### src/rtl/rf_pin_pkg.sv
package rf_pin_pkg;
  localparam int CFG_W        = 8;
  localparam int B_XOSC_BYP   = 7;
  localparam int B_SPLIT_DATA = 6;
  localparam int B_LOCK_GATE  = 5;
  localparam int B_CS_GATE    = 4;
  localparam int B_PA_FOLLOW  = 3;
  localparam int B_LNA_FOLLOW = 2;
  localparam int B_PA_POL     = 1;
  localparam int B_LNA_POL    = 0;
  localparam int TEST_MODE_W  = 3;

  localparam logic [1:0] PD_LOCK_GATE = 2'b01;
  localparam logic [1:0] PD_SEQ_EN    = 2'b11;
  localparam logic [TEST_MODE_W-1:0] TEST_MODE_IDLE = 3'b001;

  typedef struct packed {
    logic oe;
    logic dio;
    logic lock;
    logic dclk;
  } pin_route_t;
endpackage

### src/rtl/rf_cfg_reg.sv
module rf_cfg_reg #(
  parameter int W = 8
) (
  input  logic         clk,
  input  logic         rst,
  input  logic         we,
  input  logic [W-1:0] din,
  output logic [W-1:0] q
);
  always_ff @(posedge clk) begin
    if (rst)     q <= '0;
    else if (we) q <= din;
  end
endmodule

### src/rtl/rf_pin_route.sv
module rf_pin_route
  import rf_pin_pkg::*;
(
  input  logic       clk,
  input  logic       rst,
  input  logic       split_data,
  input  logic       lock_gate_en,
  input  logic       cs_gate_en,
  input  logic       rx_mode,
  input  logic       sync_mode,
  input  logic [1:0] pd_mode,
  input  logic       pll_lock,
  input  logic       carrier_sense,
  input  logic       rx_data,
  input  logic       dclk_int,
  output pin_route_t route
);
  logic       hold_lock;
  logic       hold_cs;
  logic       dclk_sync;
  pin_route_t nxt;

  always_comb begin
    // gating drives the clock pin high while the qualifying status is absent
    hold_lock = lock_gate_en && (pd_mode == PD_LOCK_GATE) && !pll_lock;
    hold_cs   = cs_gate_en && rx_mode && !carrier_sense;
    dclk_sync = dclk_int | hold_lock | hold_cs;

    nxt.oe   = rx_mode && !split_data;
    nxt.dio  = rx_data;
    nxt.lock = (split_data && sync_mode) ? rx_data : pll_lock;
    if (sync_mode)       nxt.dclk = dclk_sync;
    else if (split_data) nxt.dclk = rx_data;
    else                 nxt.dclk = dclk_int;
  end

  always_ff @(posedge clk) begin
    if (rst) route <= '{oe: 1'b0, dio: 1'b0, lock: 1'b0, dclk: 1'b1};
    else     route <= nxt;
  end
endmodule

### src/rtl/rf_ext_enable.sv
module rf_ext_enable (
  input  logic clk,
  input  logic rst,
  input  logic follow,
  input  logic pol,
  input  logic int_on,
  output logic en
);
  logic active;
  always_comb active = follow ? int_on : 1'b1;

  always_ff @(posedge clk) begin
    if (rst) en <= 1'b0;
    else     en <= active ? pol : ~pol;
  end
endmodule

### src/rtl/rf_seq_edge.sv
module rf_seq_edge #(
  parameter int SYNC_STAGES = 2
) (
  input  logic clk,
  input  logic rst,
  input  logic arm,
  input  logic pin,
  output logic pulse
);
  localparam int LAST = SYNC_STAGES;

  logic [LAST:0] shreg;

  always_ff @(posedge clk) begin
    if (rst) shreg <= '1;
    else     shreg <= {shreg[LAST-1:0], pin};
  end

  always_ff @(posedge clk) begin
    if (rst) pulse <= 1'b0;
    else     pulse <= arm && shreg[LAST] && !shreg[LAST-1];
  end
endmodule

### src/rtl/rf_pin_ctrl.sv
module rf_pin_ctrl
  import rf_pin_pkg::*;
#(
  parameter int SYNC_STAGES = 2
) (
  input  logic                   clk,
  input  logic                   rst,
  input  logic                   cfg_we,
  input  logic [CFG_W-1:0]       cfg_din,
  input  logic                   rx_mode,
  input  logic                   sync_mode,
  input  logic [1:0]             pd_mode,
  input  logic                   seq_psel,
  input  logic                   pll_lock,
  input  logic                   carrier_sense,
  input  logic                   int_pa_on,
  input  logic                   int_lna_on,
  input  logic                   test_en_a,
  input  logic                   test_en_b,
  input  logic                   rx_data,
  input  logic                   dclk_int,
  input  logic                   data_pin_in,
  output logic                   xosc_pd,
  output logic                   data_pin_oe,
  output logic                   data_pin_out,
  output logic                   lock_pin_out,
  output logic                   dclk_pin_out,
  output logic                   pa_en,
  output logic                   lna_en,
  output logic                   test_pd,
  output logic [TEST_MODE_W-1:0] test_mode,
  output logic                   seq_start
);
  localparam int N_AMP = 2;

  logic [CFG_W-1:0] cfg_q;
  pin_route_t       route;
  logic [N_AMP-1:0] amp_follow, amp_pol, amp_on, amp_en;
  logic             seq_arm;
  logic             test_on;

  rf_cfg_reg #(.W(CFG_W)) u_cfg (
    .clk(clk), .rst(rst), .we(cfg_we), .din(cfg_din), .q(cfg_q)
  );

  rf_pin_route u_route (
    .clk(clk), .rst(rst),
    .split_data(cfg_q[B_SPLIT_DATA]),
    .lock_gate_en(cfg_q[B_LOCK_GATE]),
    .cs_gate_en(cfg_q[B_CS_GATE]),
    .rx_mode(rx_mode), .sync_mode(sync_mode), .pd_mode(pd_mode),
    .pll_lock(pll_lock), .carrier_sense(carrier_sense),
    .rx_data(rx_data), .dclk_int(dclk_int),
    .route(route)
  );

  assign data_pin_oe  = route.oe;
  assign data_pin_out = route.dio;
  assign lock_pin_out = route.lock;
  assign dclk_pin_out = route.dclk;

  // channel 0 = power amplifier, channel 1 = low-noise amplifier
  assign amp_follow = {cfg_q[B_LNA_FOLLOW], cfg_q[B_PA_FOLLOW]};
  assign amp_pol    = {cfg_q[B_LNA_POL], cfg_q[B_PA_POL]};
  assign amp_on     = {int_lna_on, int_pa_on};

  for (genvar i = 0; i < N_AMP; i++) begin : g_amp
    rf_ext_enable u_en (
      .clk(clk), .rst(rst),
      .follow(amp_follow[i]), .pol(amp_pol[i]), .int_on(amp_on[i]),
      .en(amp_en[i])
    );
  end

  assign pa_en  = amp_en[0];
  assign lna_en = amp_en[1];

  assign seq_arm = cfg_q[B_SPLIT_DATA] && !seq_psel && (pd_mode == PD_SEQ_EN);

  rf_seq_edge #(.SYNC_STAGES(SYNC_STAGES)) u_seq (
    .clk(clk), .rst(rst), .arm(seq_arm), .pin(data_pin_in), .pulse(seq_start)
  );

  assign test_on = test_en_a | test_en_b;

  always_ff @(posedge clk) begin
    if (rst) begin
      xosc_pd   <= 1'b0;
      test_pd   <= 1'b1;
      test_mode <= TEST_MODE_IDLE;
    end else begin
      xosc_pd   <= cfg_q[B_XOSC_BYP];
      test_pd   <= test_on ? cfg_q[B_PA_FOLLOW] : 1'b1;
      test_mode <= test_on ? cfg_q[TEST_MODE_W-1:0] : TEST_MODE_IDLE;
    end
  end
endmodule

### config.mk
export PLATFORM = sky130hd
export DESIGN_NAME = rf_pin_ctrl
export DESIGN_NICKNAME = d
export VERILOG_FILES = /design/src/rtl/rf_pin_pkg.sv /design/src/rtl/rf_cfg_reg.sv /design/src/rtl/rf_pin_route.sv /design/src/rtl/rf_ext_enable.sv /design/src/rtl/rf_seq_edge.sv /design/src/rtl/rf_pin_ctrl.sv
export SDC_FILE = /design/constraint.sdc
export NUM_CORES = 1
export LEC_CHECK = 0
export ABC_AREA = 1
export BUFFER_PORTS_ARGS = -buffer_cell sky130_fd_sc_hd__buf_4
export CAP_MARGIN = 20
export CELL_PAD_IN_SITES_DETAIL_PLACEMENT = 0
export CELL_PAD_IN_SITES_GLOBAL_PLACEMENT = 1
export CORE_ASPECT_RATIO = 1.5
export CORE_MARGIN = 2
export CORE_UTILIZATION = 32
export DETAILED_ROUTE_END_ITERATION = 12
export PLACE_DENSITY_LB_ADDON = 0.1
export SYNTH_ARGS = -nofsm -noshare
export SYNTH_HDL_FRONTEND = slang
export SYNTH_SLANG_ARGS = --single-unit
export TNS_END_PERCENT = 50
### constraint.sdc
create_clock -name clk -period 1 [get_ports clk]
set_input_delay 0.15 -clock clk [delete_from_list [all_inputs] [get_ports clk]]
set_output_delay 0.15 -clock clk [all_outputs]
set_load 0.03 [all_outputs]
# Word-level counts from Yosys, hierarchy flattened
# Index checks and enable logic that the tools add are counted.
# op_classes
eq_ne,2
muxes,7
bitwise_logic,6
n_reduce_logical,16
# ops
op,count
$logic_and A1 B1 Y1,10
$mux W1,7
$logic_not A1 Y1,5
$not A1 Y1,3
$or A1 B1 Y1,3
$eq A2 B1 Y1 const B,1
$eq A2 B2 Y1 const B,1
$reduce_or A2 Y1,1
# totals
register_bits,23
inputBits,25
output_inout_bits,12
elab_cells,43

# Depth between registers and ports, before layout
# logic_depth
word_depth,6
ltp_mapped,6
mapped_depth_nobuf,6

# Hierarchy
# From an unflattened synthesis, not the netlist that was laid out.
# unflattened
hier_cells,124
area_unflattened_um2,902.1
# modules_own_cells
mod,instances,cells_each,area_per_inst_um2,seq_area_each_um2
rf_cfg_reg,1,51,341.6,160.2
rf_pin_route,1,27,177.7,80.1
rf_pin_ctrl,1,21,171.4,100.1
rf_seq_edge,1,11,111.4,80.1
rf_ext_enable,2,7,50.0,20.0

# Worst setup path before layout
# Ideal clock, no wire load.
# synth_path
path_kind,flip-flop to flip-flop
from,register u_cfg.q[6]
to,"register, netlist name u_route.route[0]"
setup_ps,115
t_arrival_ps,668
required_time_ps,885
setup_slack_ps,217
path_stages_with_launch,6
path_buffers,0
period_less_slack_ps,783
path_cell_list,dfxtp_1 inv_1 nand2_1 nand2_1 a21oi_1 nand2_1
# synth_via
elab_chain_len,2
# synth_lines
item,line,source
"start, declared",rf_cfg_reg.sv:8,output logic [W-1:0] q
"start signal, assigned",rf_cfg_reg.sv:12,else if (we) q <= din;
$mux W1,rf_pin_route.sv:33,else if (split_data) nxt.dclk = rx_data;
$mux W1,rf_pin_route.sv:32,if (sync_mode) nxt.dclk = dclk_sync;
# Every way passes these cells.
# A chain may end at the register's enable or synchronous reset.

# Worst setup path after layout
# layout_path
from,register test_pd
to,output test_pd
# layout_lines
item,line,source
"start, declared",rf_pin_ctrl.sv:30,"output logic test_pd,"
"start signal, assigned",rf_pin_ctrl.sv:93,test_pd <= test_on ? cfg_q[B_PA_FOLLOW] : 1'b1;
# No word-level cell between the ends.

==> flow_metrics.tcl <==
set metrics [dict create \
    outcome "finished clean" \
    syn_area_per_cell_um2 8.96 \
    cts_max_level 1 \
    whs_ns 0.0425 \
    finClkSkew_ns 0.00642 \
    max_freq_mhz 1050 \
    n_antenna_cell 0 \
    core.rowCount 22 \
    leakagePower_nw 0.577 \
    fp.coreArea_um2 2480 \
    syn_nets 120 \
    place.gp.congestion 0.834 \
    numPortBuffers 36 \
    clock_path_buffers 2 \
    syn_to_final_growth_pct 39.1 \
    drc_errors 0 \
    num_vias 704 \
    syn_area_um2 851 \
    synth_warnings 0 \
    max_cap_viol_count 0 \
    final_cell_mix "33 x buf_4, 19 x dfxtp_1, 15 x inv_1, 14 x nand2_1" \
    grt_max_degree 15 \
    ys_seq_area_share_pct 54.1 \
    max-slew-margin-rel_pct 78.9 \
    final_nets 161 \
    cts_root_buf "clkbuf_4" \
    power-per-cell-area_nw_per_um2 1470 \
    mostFrequentLayoutCell "buf_4" \
    worst_pin_slew_ns 0.316 \
    crit_path_end_kind "output port" \
    via_per_inst 4.43 \
    critPathRequiredTime_ns 0.85 \
    period_needed_ns 0.950 \
    post_cts_buffers 0 \
    fin_util_pct 47.8 \
    worst_setup_path_start_kind "flop" \
    grt_pass1_vias 651 \
    seqCellArea_um2 465 \
    fill_cells 265 \
    switchingPower_mw 0.468 \
    setup_viol 0 \
    instances_no_fill 159 \
    min_path_type "primary input to flop" \
    ioPinCount 37 \
    wl_per_cell_um 10.9 \
    clockPowerShare_pct 24.5 \
    ys_ff_latch 23 \
    clkTransAtPathRegs_ns 0.13 \
    ant_nets 0 \
    arrival_ns 0.80 \
    path_max_fanout 1 \
    crit_family "flip-flops" \
    grt-ovfl-total 0 \
    dieWidth_um 46.1 \
    cts_tree "built" \
    syn_inst 95 \
    first_pass_iters 4 \
    ys_types 15 \
    drt_iter0_markers 5 \
    numCtsBuffers 3 \
    drive_above_1_share_pct 46.7 \
    place_area_um2 1120 \
    final_area_um2 1180 \
    cp_num_buf_inv 1 \
    fin_crit_sh_pct 95.0 \
    worst_path_max_delay_cell "dfxtp_2" \
    path_cells "buf_4" \
    grt.total_usage_pct 12.7 \
    slew_violations 0 \
    dp_hpwl_um 1350 \
    dieArea_um2 3100 \
    combPwrFrac_pct 18.3 \
    cts.sinks 23 \
    cp_slowest_stage_delay_ns 0.34 \
    critPathKind "flop to output port" \
    hold_violations 0 \
    clk_latency_ns 0.30 \
    initial_core_util_pct 34.3 \
    place_inst 153 \
    pwr-share-seq_pct 57.2 \
    antenna_found_initial 0 \
    multi_input_comb_area_um2 295 \
    drt_wl_total_um 1740 \
    die_h_um 67.2 \
    ir_drop_uv 740 \
    grt_pass1_wl_um 2790 \
    switching_share_pct 26.9 \
    p_int_mw 1.27 \
]
-- sequential cells by signal, summed over array words and instances (netlist names) --
name           flops
u_cfg.q            8
u_route.route      4
test_mode          3
u_seq.shreg        3
g_amp.u_en.en      2
test_pd            1
u_seq.pulse        1
xosc_pd            1
-- synth_stat cells, drive strengths merged --
master,instances,area [um2]
nand3,3,15.0
a21oi,10,68.8
nand2,14,52.6
nor2,10,37.5
o21ai,12,97.6
buf,2,31.3
nor3,1,5.00
nand4,1,6.26
or2,2,12.5
inv,17,63.8
dfxtp,23,460
-- routing by layer --
| metal | global-route usage, % | wire length (um) |
|---|---|---|
| met1 | 13.9 | 697 |
| met2 | 22.2 | 905 |
| met3 | 2.67 | 116 |
| met4 | 6.43 | 17 |
| met5 | 0 | 0 |
-- repair_timing --
item	4_1_cts	5_1_grt
gates resized for setup	0	7
setup endpoints to repair	0	7
hold endpoints to repair	1	1
hold buffers	1	1
-- kinds of logic (layout without fill, tap and decap cells) --
group / count (synthesis) / count (layout) / share of synthesized area [%]
simple gates: 31 / 31 / 15.1
compound gates: 22 / 22 / 19.6
buf+inv: 19 / 59 / 11.2
flops: 23 / 23 / 54.1
-- power by group through the flow --
stage	clock, mW	combinational, mW	sequential, mW
after CTS	0.446	0.316	0.991
final	0.426	0.317	0.994
after global routing	0.497	0.349	1.00
after floorplan	0	0.121	1.06
after detailed placement	0	0.313	1.01
after global placement	0	0.311	1.01
-- stage by stage --
step	setup WS (ns)	setup TNS (ns)	total power [mW]
final	0.0500	0	1.74
after global routing	-0.00391	-0.00391	1.85
after CTS	0.0314	0	1.75
after detailed placement	0.0690	0	1.32
after global placement	0.0974	0	1.32
after floorplan	0.217	0	1.18
-- path summary, 6_finish.rpt --
| check | startpoint | to | slack [ns] | depth (start not counted) |
|---|---|---|---|---|
| max reg2reg | u_cfg.q[6]$_SDFFE_PP0P_ | u_route.route[0]$_SDFF_PP1_ | 0.13 | 5 |
| min | sync_mode | u_route.route[0]$_SDFF_PP1_ | 0.04 | 3 |
| min reg2reg | u_seq.shreg[0]$_SDFF_PP1_ | u_seq.shreg[1]$_SDFF_PP1_ | 0.42 | 1 |
| max | test_pd$_SDFF_PP1_ | test_pd | 0.05 | 1 |
-- worst min-delay path: cells and delay by family --
| kind | cells | cell delay (ns) |
|---|---|---|
| simple gates | 2 | 0.09 |
| buf+inv | 1 | 0.09 |
-- layout make-up --
class / instances / area share (%)
Clock inverter: 1 / 0.423
Sequential cell: 23 / 39.3
Multi-Input combinational cell: 53 / 24.9
Tap cell: 24 / 2.54
Inverter: 17 / 5.39
Clock buffer: 3 / 1.90
Timing Repair Buffer: 38 / 25.5
(Power assumes the default switching activity.)
